--- src/rtl/tapw_pkg.sv ---
package tapw_pkg;

    typedef enum logic [3:0] {
        ST_TLR  = 4'd0,
        ST_RTI  = 4'd1,
        ST_SDR  = 4'd2,
        ST_CDR  = 4'd3,
        ST_UDR  = 4'd4,
        ST_PDR  = 4'd5,
        ST_SHDR = 4'd6,
        ST_E1DR = 4'd7,
        ST_E2DR = 4'd8,
        ST_SIR  = 4'd9,
        ST_CIR  = 4'd10,
        ST_UIR  = 4'd11,
        ST_PIR  = 4'd12,
        ST_SHIR = 4'd13,
        ST_E1IR = 4'd14,
        ST_E2IR = 4'd15
    } tap_state_t;

endpackage

--- src/rtl/tapw_sync.sv ---
module tapw_sync #(
    parameter int LANES  = 4,
    parameter int STAGES = 2
) (
    input  logic             clk,
    input  logic             rst_n,
    input  logic [LANES-1:0] raw,
    output logic [LANES-1:0] synced
);
    for (genvar g = 0; g < LANES; g++) begin : g_lane
        logic [STAGES-1:0] chain;
        always_ff @(posedge clk) begin
            if (!rst_n) chain <= '0;
            else        chain <= {chain[STAGES-2:0], raw[g]};
        end
        assign synced[g] = chain[STAGES-1];
    end
endmodule

--- src/rtl/tapw_fsm.sv ---
module tapw_fsm
    import tapw_pkg::*;
(
    input  logic       clk,
    input  logic       rst_n,
    input  logic       tck_s,
    input  logic       tms_s,
    output logic       adv,
    output tap_state_t cur_st,
    output tap_state_t nxt_st,
    output logic       st_valid,
    output logic [3:0] st_code
);
    logic tck_d;
    logic armed;

    assign adv = tck_s & ~tck_d;

    always_comb begin
        unique case (cur_st)
            ST_TLR:  nxt_st = tms_s ? ST_TLR  : ST_RTI;
            ST_RTI:  nxt_st = tms_s ? ST_SDR  : ST_RTI;
            ST_SDR:  nxt_st = tms_s ? ST_SIR  : ST_CDR;
            ST_CDR:  nxt_st = tms_s ? ST_E1DR : ST_SHDR;
            ST_SHDR: nxt_st = tms_s ? ST_E1DR : ST_SHDR;
            ST_E1DR: nxt_st = tms_s ? ST_UDR  : ST_PDR;
            ST_PDR:  nxt_st = tms_s ? ST_E2DR : ST_PDR;
            ST_E2DR: nxt_st = tms_s ? ST_UDR  : ST_SHDR;
            ST_UDR:  nxt_st = tms_s ? ST_SDR  : ST_RTI;
            ST_SIR:  nxt_st = tms_s ? ST_TLR  : ST_CIR;
            ST_CIR:  nxt_st = tms_s ? ST_E1IR : ST_SHIR;
            ST_SHIR: nxt_st = tms_s ? ST_E1IR : ST_SHIR;
            ST_E1IR: nxt_st = tms_s ? ST_UIR  : ST_PIR;
            ST_PIR:  nxt_st = tms_s ? ST_E2IR : ST_PIR;
            ST_E2IR: nxt_st = tms_s ? ST_UIR  : ST_SHIR;
            ST_UIR:  nxt_st = tms_s ? ST_SDR  : ST_RTI;
            default: nxt_st = ST_RTI;
        endcase
    end

    // state register
    always_ff @(posedge clk) begin
        if (!rst_n) begin
            cur_st <= ST_RTI;
            tck_d  <= 1'b0;
        end else begin
            tck_d <= tck_s;
            if (adv) cur_st <= nxt_st;
        end
    end

    // report outputs
    always_ff @(posedge clk) begin
        if (!rst_n) begin
            armed    <= 1'b0;
            st_valid <= 1'b0;
            st_code  <= 4'd0;
        end else begin
            armed    <= armed | adv;
            st_valid <= adv & armed;
            if (adv) st_code <= nxt_st;
        end
    end
endmodule

--- src/rtl/tapw_collect.sv ---
module tapw_collect
    import tapw_pkg::*;
#(
    parameter int WIDTH = 64,
    localparam int CW = $clog2(WIDTH + 1),
    localparam int IW = (WIDTH > 1) ? $clog2(WIDTH) : 1
) (
    input  logic             clk,
    input  logic             rst_n,
    input  logic             adv,
    input  tap_state_t       cur_st,
    input  tap_state_t       nxt_st,
    input  logic             tdi_s,
    input  logic             tdo_s,
    input  logic             rec_ready,
    output logic             rec_valid,
    output logic             rec_is_ir,
    output logic [WIDTH-1:0] rec_tdi,
    output logic [WIDTH-1:0] rec_tdo,
    output logic [CW-1:0]    rec_count,
    output logic             rec_ovf
);
    localparam logic [CW-1:0] FULL = CW'(WIDTH);

    logic [WIDTH-1:0] acc_tdi, acc_tdo;
    logic [CW-1:0]    acc_cnt;
    logic             acc_ovf;
    logic             in_shift, stay, leave, load;

    assign in_shift = (cur_st == ST_SHDR) || (cur_st == ST_SHIR);
    assign stay     = adv && in_shift && (nxt_st == cur_st);
    assign leave    = adv && in_shift && (nxt_st != cur_st);
    assign load     = leave && (!rec_valid || rec_ready);

    always_ff @(posedge clk) begin
        if (!rst_n || leave) begin
            acc_tdi <= '0;
            acc_tdo <= '0;
            acc_cnt <= '0;
            acc_ovf <= 1'b0;
        end else if (stay) begin
            if (acc_cnt < FULL) begin
                acc_tdi[acc_cnt[IW-1:0]] <= tdi_s;
                acc_tdo[acc_cnt[IW-1:0]] <= tdo_s;
                acc_cnt <= acc_cnt + 1'b1;
            end else begin
                acc_ovf <= 1'b1;
            end
        end
    end

    always_ff @(posedge clk) begin
        if (!rst_n) begin
            rec_valid <= 1'b0;
            rec_is_ir <= 1'b0;
            rec_tdi   <= '0;
            rec_tdo   <= '0;
            rec_count <= '0;
            rec_ovf   <= 1'b0;
        end else if (load) begin
            rec_valid <= 1'b1;
            rec_is_ir <= (cur_st == ST_SHIR);
            rec_tdi   <= acc_tdi;
            rec_tdo   <= acc_tdo;
            rec_count <= acc_cnt;
            rec_ovf   <= acc_ovf;
        end else if (rec_ready) begin
            rec_valid <= 1'b0;
        end
    end
endmodule

--- src/rtl/tap_bus_monitor.sv ---
module tap_bus_monitor
    import tapw_pkg::*;
#(
    parameter int WIDTH = 64,
    localparam int CW = $clog2(WIDTH + 1)
) (
    input  logic             clk,
    input  logic             rst_n,
    input  logic             tck,
    input  logic             tms,
    input  logic             tdi,
    input  logic             tdo,
    output logic             st_valid,
    output logic [3:0]       st_code,
    output logic             rec_valid,
    input  logic             rec_ready,
    output logic             rec_is_ir,
    output logic [WIDTH-1:0] rec_tdi,
    output logic [WIDTH-1:0] rec_tdo,
    output logic [CW-1:0]    rec_count,
    output logic             rec_ovf
);
    logic [3:0] pins_s;
    logic       adv;
    tap_state_t cur_st, nxt_st;

    tapw_sync #(.LANES(4), .STAGES(2)) u_sync (
        .clk    (clk),
        .rst_n  (rst_n),
        .raw    ({tdo, tdi, tms, tck}),
        .synced (pins_s)
    );

    tapw_fsm u_fsm (
        .clk      (clk),
        .rst_n    (rst_n),
        .tck_s    (pins_s[0]),
        .tms_s    (pins_s[1]),
        .adv      (adv),
        .cur_st   (cur_st),
        .nxt_st   (nxt_st),
        .st_valid (st_valid),
        .st_code  (st_code)
    );

    tapw_collect #(.WIDTH(WIDTH)) u_collect (
        .clk       (clk),
        .rst_n     (rst_n),
        .adv       (adv),
        .cur_st    (cur_st),
        .nxt_st    (nxt_st),
        .tdi_s     (pins_s[2]),
        .tdo_s     (pins_s[3]),
        .rec_ready (rec_ready),
        .rec_valid (rec_valid),
        .rec_is_ir (rec_is_ir),
        .rec_tdi   (rec_tdi),
        .rec_tdo   (rec_tdo),
        .rec_count (rec_count),
        .rec_ovf   (rec_ovf)
    );
endmodule

--- config.mk ---
export PLATFORM = sky130hd
export DESIGN_NAME = tap_bus_monitor
export DESIGN_NICKNAME = d
export VERILOG_FILES = /design/src/rtl/tapw_pkg.sv /design/src/rtl/tapw_sync.sv /design/src/rtl/tapw_fsm.sv /design/src/rtl/tapw_collect.sv /design/src/rtl/tap_bus_monitor.sv
export SDC_FILE = /design/constraint.sdc
export NUM_CORES = 1
export LEC_CHECK = 0
export ABC_AREA = 1
export BUFFER_PORTS_ARGS = -buffer_cell sky130_fd_sc_hd__buf_2
export CAP_MARGIN = 5
export CORE_MARGIN = 3
export CORE_UTILIZATION = 40
export CTS_BUF_LIST = sky130_fd_sc_hd__clkbuf_2 sky130_fd_sc_hd__clkbuf_4 sky130_fd_sc_hd__clkbuf_8
export DETAILED_ROUTE_END_ITERATION = 12
export GPL_TIMING_DRIVEN = 0
export SLEW_MARGIN = 20
export SYNTH_ARGS = -nofsm -noshare
export SYNTH_HDL_FRONTEND = slang
export SYNTH_SLANG_ARGS = --single-unit
--- constraint.sdc ---
create_clock -name clk -period 2.95 [get_ports clk]
set_input_delay 0.7375 -clock clk [delete_from_list [all_inputs] [get_ports clk]]
set_output_delay 0.7375 -clock clk [all_outputs]
set_load 0.03 [all_outputs]
==> out/results.txt, run 1 <==
Tot GR Track Use - 21.3%
Core Region - 32000 um^2
drt total wl - 38.2 mm
startpoint class of the critical path - flip-flop
Layout Cells excl Fill - 2734
Die Ht - 188 um
CP required - 3.41 ns
sequential-to-total area share from yosys stat - 43.9%
later-pin clock latency in the skew report - 0.56 ns
Synth Cell Area - 13200 um^2
initial antenna violation count - 0
CP bufs+invs - 5
Post-CTS Setup Inserts - 0
fin crit period - 2.61 ns
# IOs - 150
Synth cell types - 28
slowest CP cell - dfxtp_1
number of global-route vias before repair - 12000
# Max-Cap Violations - 0
Die Width - 188 um
# resized after CTS - 0
Synth Area per Inst - 6.41 um^2
Net Switching - 0.00187 W
Rows - 65
TritonCTS sink count - 290
Synth-to-Final Area Change - 17.6%
Antenna diodes - 0
drt initial violations - 790
crit-path cells - buf_4 -> inv_2 -> nor2_1 -> nand2_1 -> nand2_1 -> nor2_1 -> nand2_1 -> inv_2 -> nand2_1 -> nand2_1 -> nand2_1 -> nand3_1 -> nor2_4 -> buf_4 -> buf_2 -> nand4_1 -> nand2_1 -> nor2_1
worst-path fanout max - 10
Setup crit end kind - flip-flop
internal reg-to-reg setup slack - 0.34 ns
crit path DAT - 3.06 ns
number of synthesis warnings - 0
critical path's top delay family - simple AND/OR/NAND/NOR gates
total number of vias - 12600
layout cells sized above 1 - 14.9%
Gate Count Post-Synth - 2063
Buffers on Ports - 149
Final period util - 88.3%
clock power share - 46.8%
dpl cells - 2647
starting density of the core - 41.3%
Clock Skew - 0.0157 ns
DR vias/cell - 4.60
post-route ant nets - 0
CTS hold repair buffers - 0
Clock Tree Root - clkbuf_8
CTS clk-pin slew, worst paths - 0.06 ns
Tightest Hold Check Type - input pin to flip-flop
Crit Path Class - flip-flop to flip-flop
Comb power frac - 4.3%
Leak Pwr - 8.22 nW
hpwl dp - 27.1 mm
GPL Wtd Cong - 0.848
status - finished clean
H-tree depth - 2
Final Max Tran Viols - 0
switching portion of total power - 23.2%
endpoints failing setup - 0
Fin. Hold Viols - 0
first-pass GRT wire length - 61.6 mm
most used cell, CP - nand2_1
slew of the pin with the lowest slew margin - 1.10 ns
Highest Clock Rate - 384 MHz
RSZ-0062 raised after global routing - no
fin nets - 2271
CP max stage delay - 0.33 ns
DR WL/cell - 14.0 um
Max Buffers Root-to-Sink - 3
DRC viols - 0
synthesized net count - 2071
Cell Int Power - 0.00619 W
TNS Setup - 0 ns
total iterations of the first detailed-routing run - 5
die footprint - 35300 um^2
FF+latch count, synth - 290
largest net degree at the start of global routing - 13
slew margin rel. - 26.5%
Power Density - 518 nW/um^2
Reg power frac - 48.9%
maximum VDD drop - 279 uV
grt total ovfl - 0
CTS tree - built
CTS Buf Count - 49
-- worst paths after layout --
kind	startpoint	to	cells after the start
hold reg to reg	u_sync.g_lane[0].chain[0]$_SDFF_PN0_	u_sync.g_lane[0].chain[1]$_SDFF_PN0_	2
hold / removal	tms	u_sync.g_lane[1].chain[0]$_SDFF_PN0_	3
setup reg to reg	u_fsm.st_code[2]$_SDFFE_PN0P_	u_collect.acc_tdi[54]$_SDFFE_PP0P_	18
setup / recovery	u_fsm.st_code[2]$_SDFFE_PN0P_	u_collect.acc_tdi[54]$_SDFFE_PP0P_	18
-- synth_stat cells --
cell type / count / area (um^2)
nor2_1: 633 / 2380
nand2_1: 513 / 1930
dfxtp_1: 290 / 5810
inv_1: 281 / 1050
nand4_1: 122 / 763
clkbuf_1: 34 / 128
buf_4: 30 / 225
nor2_2: 27 / 169
buf_2: 23 / 115
buf_1: 16 / 60.1
nand3_1: 16 / 80.1
a21oi_1: 15 / 75.1
buf_6: 13 / 146
nor3_1: 12 / 60.1
inv_2: 9 / 33.8
and2_1: 8 / 50.1
o21ai_0: 5 / 25.0
clkinv_1: 4 / 15.0
xor2_1: 3 / 26.3
a211oi_1: 1 / 7.51
ha_1: 1 / 12.5
nand2_2: 1 / 6.26
nand3_4: 1 / 17.5
nor2_4: 1 / 11.3
nor2_8: 1 / 20.0
nor4_1: 1 / 6.26
o211ai_1: 1 / 7.51
o21ai_1: 1 / 5.00
-- state kept, by name, indices dropped and copies added, names as in the netlist, 2 cells and up --
signal,cells
u_collect.acc_cnt,7
u_collect.acc_tdi,64
u_collect.acc_tdo,64
u_collect.rec_count,7
u_collect.rec_tdi,64
u_collect.rec_tdo,64
u_fsm.cur_st,2
u_fsm.st_code,3
u_sync.g_lane.chain,8
-- kinds of logic after synthesis --
kind of cell	after synthesis	synth area share, %
XOR/XNOR	3	0.199
AO/OA/AOI/OAI	23	0.908
adder cells (fa/ha/maj)	1	0.0946
AND/OR/NAND/NOR	1336	41.5
flip-flops	290	43.9
buffers and inverters	410	13.4
-- per-layer routing --
metal	GRT usage [%]	up-vias	wire length [um]	share of wire, %
met5	0	-	0	0
met2	35.1	332	17200	45
met1	28.9	5595	18100	47
li1	-	6575	-	-
met3	3.74	62	2190	5.7
met4	5.37	0	764	2.0
-- stage by stage --
stage          hold WS (ns)  cell area (um^2)  util, %  worst slack, ns  power, W
3_3_place_gp          0.392             14500     45.3            0.204   0.00437
6_report              0.355             15600     48.5            0.344   0.00805
5_1_grt               0.339             15600     48.5           0.0484   0.00836
2_1_floorplan         0.390             13200        -            0.956   0.00426
3_5_place_dp          0.399             14500     45.3            0.240   0.00437
4_1_cts               0.313             15500     48.5            0.188   0.00814
-- layout make-up --
class                      instances  area (um^2)
clock inverter                     5         52.6
tap                              435          544
clock buffer                      82          978
timing repair buffer             149          746
inverter                         294         1100
buffer                           116          674
sequential                       290         5810
fill                            3475        16500
multi-input combinational       1363         5650
-- power groups by stage --
stage / Sequential (W) / Combinational [W] / Clock [W]
after global routing: 0.00394 / 0.000381 / 0.00404
after global placement: 0.00403 / 0.000343 / 0
after detailed placement: 0.00403 / 0.000344 / 0
final: 0.00394 / 0.000346 / 0.00377
after CTS: 0.00394 / 0.000345 / 0.00385
after floorplan: 0.00403 / 0.000234 / 0
-- worst min-delay path: stages --
cell and delay [ns]:
buf_2 0.07, nand2_1 0.04, inv_1 0.04
-- cells in the final DEF, fill, tap and decap left out, types with 2 or more instances in the layout --
| cell | instances |
|---|---|
| clkinv_2 | 3 |
| and2_1 | 8 |
| clkinv_1 | 4 |
| buf_1 | 16 |
| nor2_4 | 2 |
| nand4_1 | 122 |
| clkbuf_1 | 34 |
| nor3_1 | 12 |
| clkbuf_8 | 58 |
| nor2_1 | 633 |
| o21ai_0 | 5 |
| nor2_2 | 26 |
| inv_2 | 9 |
| buf_4 | 30 |
| a21oi_1 | 15 |
| inv_1 | 281 |
| clkbuf_4 | 24 |
| xor2_1 | 3 |
| buf_2 | 172 |
| dfxtp_1 | 289 |
| buf_6 | 13 |
| nand2_1 | 513 |
| nand3_1 | 16 |
No activity file was read; power rests on OpenSTA's default activity.
==> inputs of run 2 (changes only) <==
- CORE_ASPECT_RATIO: default -> 1.2
==> out/results.txt, run 2 (synthesis gave the netlist of run 1 again) <==
clock power share - 46.0% (was 46.8%)
DR WL/cell - 14.4 um (was 14.0 um)
post-route ant nets - 0 (unchanged)
number of global-route vias before repair - 12200 (was 12000)
Rows - 72 (was 65)
most common cell after layout, fill and taps aside - nor2_1 (unchanged)
pre-CTS setup slack - 0.305 ns (was 0.240 ns)
Leak Pwr - 8.19 nW (was 8.22 nW)
Power Density - 514 nW/um^2 (was 518 nW/um^2)
Comb power frac - 4.4% (was 4.3%)
layout cells sized above 1 - 14.5% (was 14.9%)
hpwl dp - 27.7 mm (was 27.1 mm)
Crit Path Class - flip-flop to flip-flop (unchanged)
crit path DAT - 3.11 ns (was 3.06 ns)
worst-path fanout max - 10 (unchanged)
Final Max Tran Viols - 0 (unchanged)
Clock Skew - 0.0138 ns (was 0.0157 ns)
WHS - 0.349 ns (was 0.355 ns)
setup slack after layout - 0.299 ns (was 0.344 ns)
Die Ht - 205 um (was 188 um)
worst hold stages - 3 (unchanged)
CTS clk-pin slew, worst paths - 0.06 ns (about the same)
Post-CTS Setup Inserts - 0 (unchanged)
# IOs - 150 (unchanged)
Setup crit end kind - flip-flop (unchanged)
r2r endpoint - u_collect.rec_count[1]$_SDFFE_PN0P_ (was u_collect.acc_tdi[54]$_SDFFE_PP0P_)
Final period util - 89.8% (was 88.3%)
Tot GR Track Use - 22.2% (was 21.3%)
total iterations of the first detailed-routing run - 5 (unchanged)
Cell Int Power - 0.00609 W (was 0.00619 W)
slew margin rel. - 30.4% (was 26.5%)
fin crit period - 2.65 ns (was 2.61 ns)
Highest Clock Rate - 377 MHz (was 384 MHz)
# Max-Cap Violations - 0 (unchanged)
TritonCTS sink count - 290 (unchanged)
Max Buffers Root-to-Sink - 3 (unchanged)
dpl cells - 2619 (was 2647)
most frequent cells in the layout - nor2_1 (633), nand2_1 (513), dfxtp_1 (290) (was nor2_1 (633), nand2_1 (513), dfxtp_1 (289))
CTS tree - built (unchanged)
largest net degree at the start of global routing - 12 (was 13)
Fin. Hold Viols - 0 (unchanged)
drt initial violations - 631 (was 790)
reg2reg path depth - 19 (was 18)
starting density of the core - 40.8% (was 41.3%)
total number of vias - 12600 (about the same)
internal reg-to-reg setup slack - 0.30 ns (was 0.34 ns)
grt total ovfl - 0 (unchanged)
TNS Setup - 0 ns (unchanged)
Clock Tree Root - clkbuf_8 (unchanged)
Buffers on Ports - 149 (unchanged)
startpoint class of the critical path - flip-flop (unchanged)
drt total wl - 38.9 mm (was 38.2 mm)
Layout Cells excl Fill - 2695 (was 2734)
Die Width - 172 um (was 188 um)
fin nets - 2270 (was 2271)
Hold Crit Start - tck (was tms)
slew of the pin with the lowest slew margin - 1.04 ns (was 1.10 ns)
Tightest Hold Check Type - input pin to flip-flop (unchanged)
switching portion of total power - 23.4% (was 23.2%)
CTS Buf Count - 48 (was 49)
RSZ-0062 raised after global routing - no (unchanged)
Core Region - 32400 um^2 (was 32000 um^2)
status - finished clean (unchanged)
worst r2r src - u_fsm.st_code[1]$_SDFFE_PN0P_ (was u_fsm.st_code[2]$_SDFFE_PN0P_)
initial antenna violation count - 0 (unchanged)
Min-Delay Endpoint - u_sync.g_lane[0].chain[0]$_SDFF_PN0_ (was u_sync.g_lane[1].chain[0]$_SDFF_PN0_)
Synth-to-Final Area Change - 16.8% (was 17.6%)
H-tree depth - 2 (unchanged)
Reg power frac - 49.6% (was 48.9%)
first-pass GRT wire length - 62.5 mm (was 61.6 mm)
endpoints failing setup - 0 (unchanged)
later-pin clock latency in the skew report - 0.58 ns (was 0.56 ns)
Net Switching - 0.00186 W (was 0.00187 W)
maximum VDD drop - 250 uV (was 279 uV)
GPL Wtd Cong - 0.908 (was 0.848)
die footprint - 35300 um^2 (about the same)
DR vias/cell - 4.67 (was 4.60)
DRC viols - 0 (unchanged)
CP required - 3.41 ns (about the same)
Antenna diodes - 0 (unchanged)
==> run 2: area by class of cell <==
| type | instances | area [um^2] |
|---|---|---|
| multi-input cells | 1363 | 5650 |
| plain buffers | 116 | 677 |
| clock inverters | 2 | 35.0 |
| inverters | 294 | 1100 |
| fillers | 3448 | 17000 |
| well taps | 407 | 509 |
| flip-flops and latches | 290 | 5810 |
| repair buffers | 149 | 746 |
| clock buffers | 74 | 931 |
==> run 2: metrics by stage <==
step	total power (W)	instance area [um^2]	utilization, %
detailed placement	0.00437	14500	44.7
global placement	0.00437	14500	44.7
global route	0.00824	15500	47.7
floorplan	0.00426	13200	-
finish	0.00794	15500	47.7
CTS	0.00804	15400	47.6
==> run 2: critical path, stage by stage, from the launching register on <==
cell and delay, ns:
dfxtp_1 0.48, inv_2 0.13, nor2_2 0.14, nand2_1 0.11, nand2_1 0.09, nor2_1 0.06, nand2_1 0.08, inv_2 0.04
nand2_1 0.07, nand2_1 0.05, nand2_1 0.11, nand3_1 0.15, nand2_1 0.13, inv_2 0.07, nand2_2 0.07, buf_4 0.28
clkbuf_4 0.29, nand2_1 0.07, nand2_1 0.06, nor2_1 0.05
==> run 2: what timing repair did <==
action,in CTS,in global routing
hold buffers,0,0
endpoints found under the hold margin,0,0
endpoints found under the setup margin,0,2
resized for setup,0,2
==> run 2: worst max-delay path by stage <==
| stage | start | to | slack, ns | cells past startpoint |
|---|---|---|---|---|
| finish | u_fsm.st_code[1]$_SDFFE_PN0P_ | u_collect.rec_count[1]$_SDFFE_PN0P_ | 0.30 | 19 |
| floorplan | u_fsm.st_code[2]$_SDFFE_PN0P_ | u_collect.rec_count[1]$_SDFFE_PN0P_ | 0.96 | 19 |
| global placement | u_fsm.st_code[1]$_SDFFE_PN0P_ | u_collect.acc_tdi[40]$_SDFFE_PP0P_ | 0.28 | 17 |
| global route | u_fsm.cur_st[3]$_SDFFE_PN0P_ | u_collect.rec_tdo[1]$_SDFFE_PN0P_ | 0.01 | 19 |
| CTS | u_fsm.st_code[1]$_SDFFE_PN0P_ | u_collect.acc_tdi[40]$_SDFFE_PP0P_ | 0.29 | 17 |
| detailed placement | u_fsm.st_code[1]$_SDFFE_PN0P_ | u_collect.acc_tdi[40]$_SDFFE_PP0P_ | 0.31 | 17 |
==> run 2: power by group through the flow <==
stage / Sequential (W) / Clock, W / Combinational [W]
3_3_place_gp: 0.00402 / 0 / 0.000347
3_5_place_dp: 0.00402 / 0 / 0.000349
2_1_floorplan: 0.00403 / 0 / 0.000234
4_1_cts: 0.00394 / 0.00375 / 0.000350
6_report: 0.00394 / 0.00365 / 0.000353
5_1_grt: 0.00394 / 0.00392 / 0.000387
==> run 2: layer usage <==
| layer | up-vias | wire (um) | GRT usage, % |
|---|---|---|---|
| met1 | 5557 | 17000 | 28.0 |
| met2 | 363 | 18000 | 37.0 |
| met5 | - | 0 | 0 |
| met4 | 0 | 1670 | 9.87 |
| li1 | 6557 | - | - |
| met3 | 104 | 2330 | 3.77 |
==> inputs of run 3 (changes only) <==
- CELL_PAD_IN_SITES_DETAIL_PLACEMENT: default -> 1
- CELL_PAD_IN_SITES_GLOBAL_PLACEMENT: default -> 1
- PLACE_DENSITY_LB_ADDON: default -> 0.1
==> out/results.txt, run 3 (synthesis gave the netlist of run 1 again) <==
status - finished clean (unchanged)
total iterations of the first detailed-routing run - 7 (was 5)
RSZ-0062 raised after global routing - yes (was no)
CTS clk-pin slew, worst paths - 0.06 ns (about the same)
Setup crit end kind - flip-flop (unchanged)
Highest Clock Rate - 375 MHz (was 377 MHz)
Antenna diodes - 0 (unchanged)
Die Width - 172 um (unchanged)
setup slack after layout - 0.280 ns (was 0.299 ns)
fin nets - 2276 (was 2270)
FILL cells - 4483 (was 3448)
maximum VDD drop - 255 uV (was 250 uV)
TritonCTS sink count - 290 (unchanged)
Final Power - 0.00837 W (was 0.00794 W)
WHS - 0.328 ns (was 0.349 ns)
H-tree depth - 2 (unchanged)
pre-CTS setup slack - 0.174 ns (was 0.305 ns)
# IOs - 150 (unchanged)
starting density of the core - 40.8% (unchanged)
Fin. Hold Viols - 0 (unchanged)
Buffers on Ports - 149 (unchanged)
Final period util - 90.5% (was 89.8%)
endpoints failing setup - 0 (unchanged)
Rows - 72 (unchanged)
total number of vias - 13100 (was 12600)
most common cell after layout, fill and taps aside - nor2_1 (unchanged)
Clock Skew - 0.0211 ns (was 0.0138 ns)
drt total wl - 43.7 mm (was 38.9 mm)
# Max-Cap Violations - 0 (unchanged)
CTS Buf Count - 50 (was 48)
Max Buffers Root-to-Sink - 3 (unchanged)
first-pass GRT wire length - 69.2 mm (was 62.5 mm)
Final Max Tran Viols - 0 (unchanged)
DR WL/cell - 16.1 um (was 14.4 um)
FF+latch area - 5810 um^2 (about the same)
Core Region - 32400 um^2 (unchanged)
hpwl dp - 31.0 mm (was 27.7 mm)
Tightest Hold Check Type - input pin to flip-flop (unchanged)
largest net degree at the start of global routing - 13 (was 12)
initial antenna violation count - 0 (unchanged)
CTS tree - built (unchanged)
internal reg-to-reg setup slack - 0.28 ns (was 0.30 ns)
Die Ht - 205 um (unchanged)
Tot GR Track Use - 24.6% (was 22.2%)
grt total ovfl - 0 (unchanged)
DRC viols - 0 (unchanged)
Leak Pwr - 8.31 nW (was 8.19 nW)
slew margin rel. - 28.7% (was 30.4%)
layout cells sized above 1 - 15.2% (was 14.5%)
Clock Tree Root - clkbuf_8 (unchanged)
crit path DAT - 3.15 ns (was 3.11 ns)
worst-path fanout max - 10 (unchanged)
number of global-route vias before repair - 13500 (was 12200)
drt initial violations - 587 (was 631)
Crit Path Class - flip-flop to flip-flop (unchanged)
Power Density - 534 nW/um^2 (was 514 nW/um^2)
fin crit period - 2.67 ns (was 2.65 ns)
Synth-to-Final Area Change - 18.4% (was 16.8%)
post-route ant nets - 0 (unchanged)
multi-input logic area - 5650 um^2 (unchanged)
startpoint class of the critical path - flip-flop (unchanged)
DR vias/cell - 4.82 (was 4.67)
CP required - 3.43 ns (was 3.41 ns)
slew of the pin with the lowest slew margin - 1.07 ns (was 1.04 ns)
die footprint - 35300 um^2 (unchanged)
TNS Setup - 0 ns (unchanged)
GPL Wtd Cong - 0.825 (was 0.908)
later-pin clock latency in the skew report - 0.60 ns (was 0.58 ns)
most frequent cells in the layout - nor2_1 (633), nand2_1 (513), dfxtp_1 (289) (was nor2_1 (633), nand2_1 (513), dfxtp_1 (290))
run 3: cell count changes in the layout (fill, tap and decap cells not counted), sizes merged:
cell	delta
clkinv	+5
buf	-5
clkbuf	+17
bufinv	+1
run 3: timing repair:
item                                    in CTS  in global routing
resized for setup                            0                 18
hold buffers                                 0                  0
setup buffers                                0                  4
endpoints found under the setup margin       0                182
hold endpoints to repair                     0                  0
run 3: final cells by class:
class	count	area share, %
clock inverters	8	0.599
flip-flops and latches	290	37.1
inverters	294	7.05
well taps	407	3.25
plain buffers	116	4.51
clock buffers	82	6.49
multi-input cells	1363	36.1
repair buffers	153	4.95
run 3: power by group:
| group | switching (W) | internal (W) | total (W) |
|---|---|---|---|
| logic | 0.000268 | 0.000104 | 0.000372 |
| registers | 0.0000103 | 0.00393 | 0.00394 |
| clock network | 0.00171 | 0.00234 | 0.00406 |
| total | 0.00199 | 0.00638 | 0.00837 |
run 3: worst paths after layout:
| check | depth (start not counted) | to | startpoint |
|---|---|---|---|
| max reg2reg | 19 | u_collect.rec_tdo[60]$_SDFFE_PN0P_ | u_fsm.st_code[2]$_SDFFE_PN0P_ |
| min reg2reg | 2 | u_sync.g_lane[1].chain[1]$_SDFF_PN0_ | u_sync.g_lane[1].chain[0]$_SDFF_PN0_ |
| min | 3 | u_sync.g_lane[0].chain[0]$_SDFF_PN0_ | tck |
| max | 19 | u_collect.rec_tdo[60]$_SDFFE_PN0P_ | u_fsm.st_code[2]$_SDFFE_PN0P_ |
run 3: worst max-delay path, cell delays in order (launching register included):
cell and delay [ns]:
dfxtp_1 0.32, buf_4 0.16, nand2_1 0.12, inv_1 0.08
nand2_1 0.10, nand2_1 0.08, nor2_1 0.14, nand3_1 0.13
nand2_1 0.11, nand2_1 0.05, nor2_1 0.09, nand3_1 0.13
nand2_1 0.14, inv_2 0.07, nand2_2 0.08, buf_4 0.29
clkbuf_4 0.27, nand2_1 0.07, nand2_1 0.07, nor2_1 0.04
run 3: metal layers:
metal	share of wire [%]	GRT usage, %	vias up	wire [um]
met5	0	0	-	0
met2	50	44.2	244	21800
met4	2.2	6.99	0	940
li1	-	-	6573	-
met3	4.0	3.17	72	1750
met1	44	30.6	6195	19200
run 3: stage by stage:
step	instance area [um^2]	cells	util, %
after floorplan	13200	2063	-
after global placement	14500	2619	44.7
after detailed placement	14500	2619	44.7
after CTS	15600	2709	48.1
after global routing	15700	2713	48.3
final	15700	2713	48.3
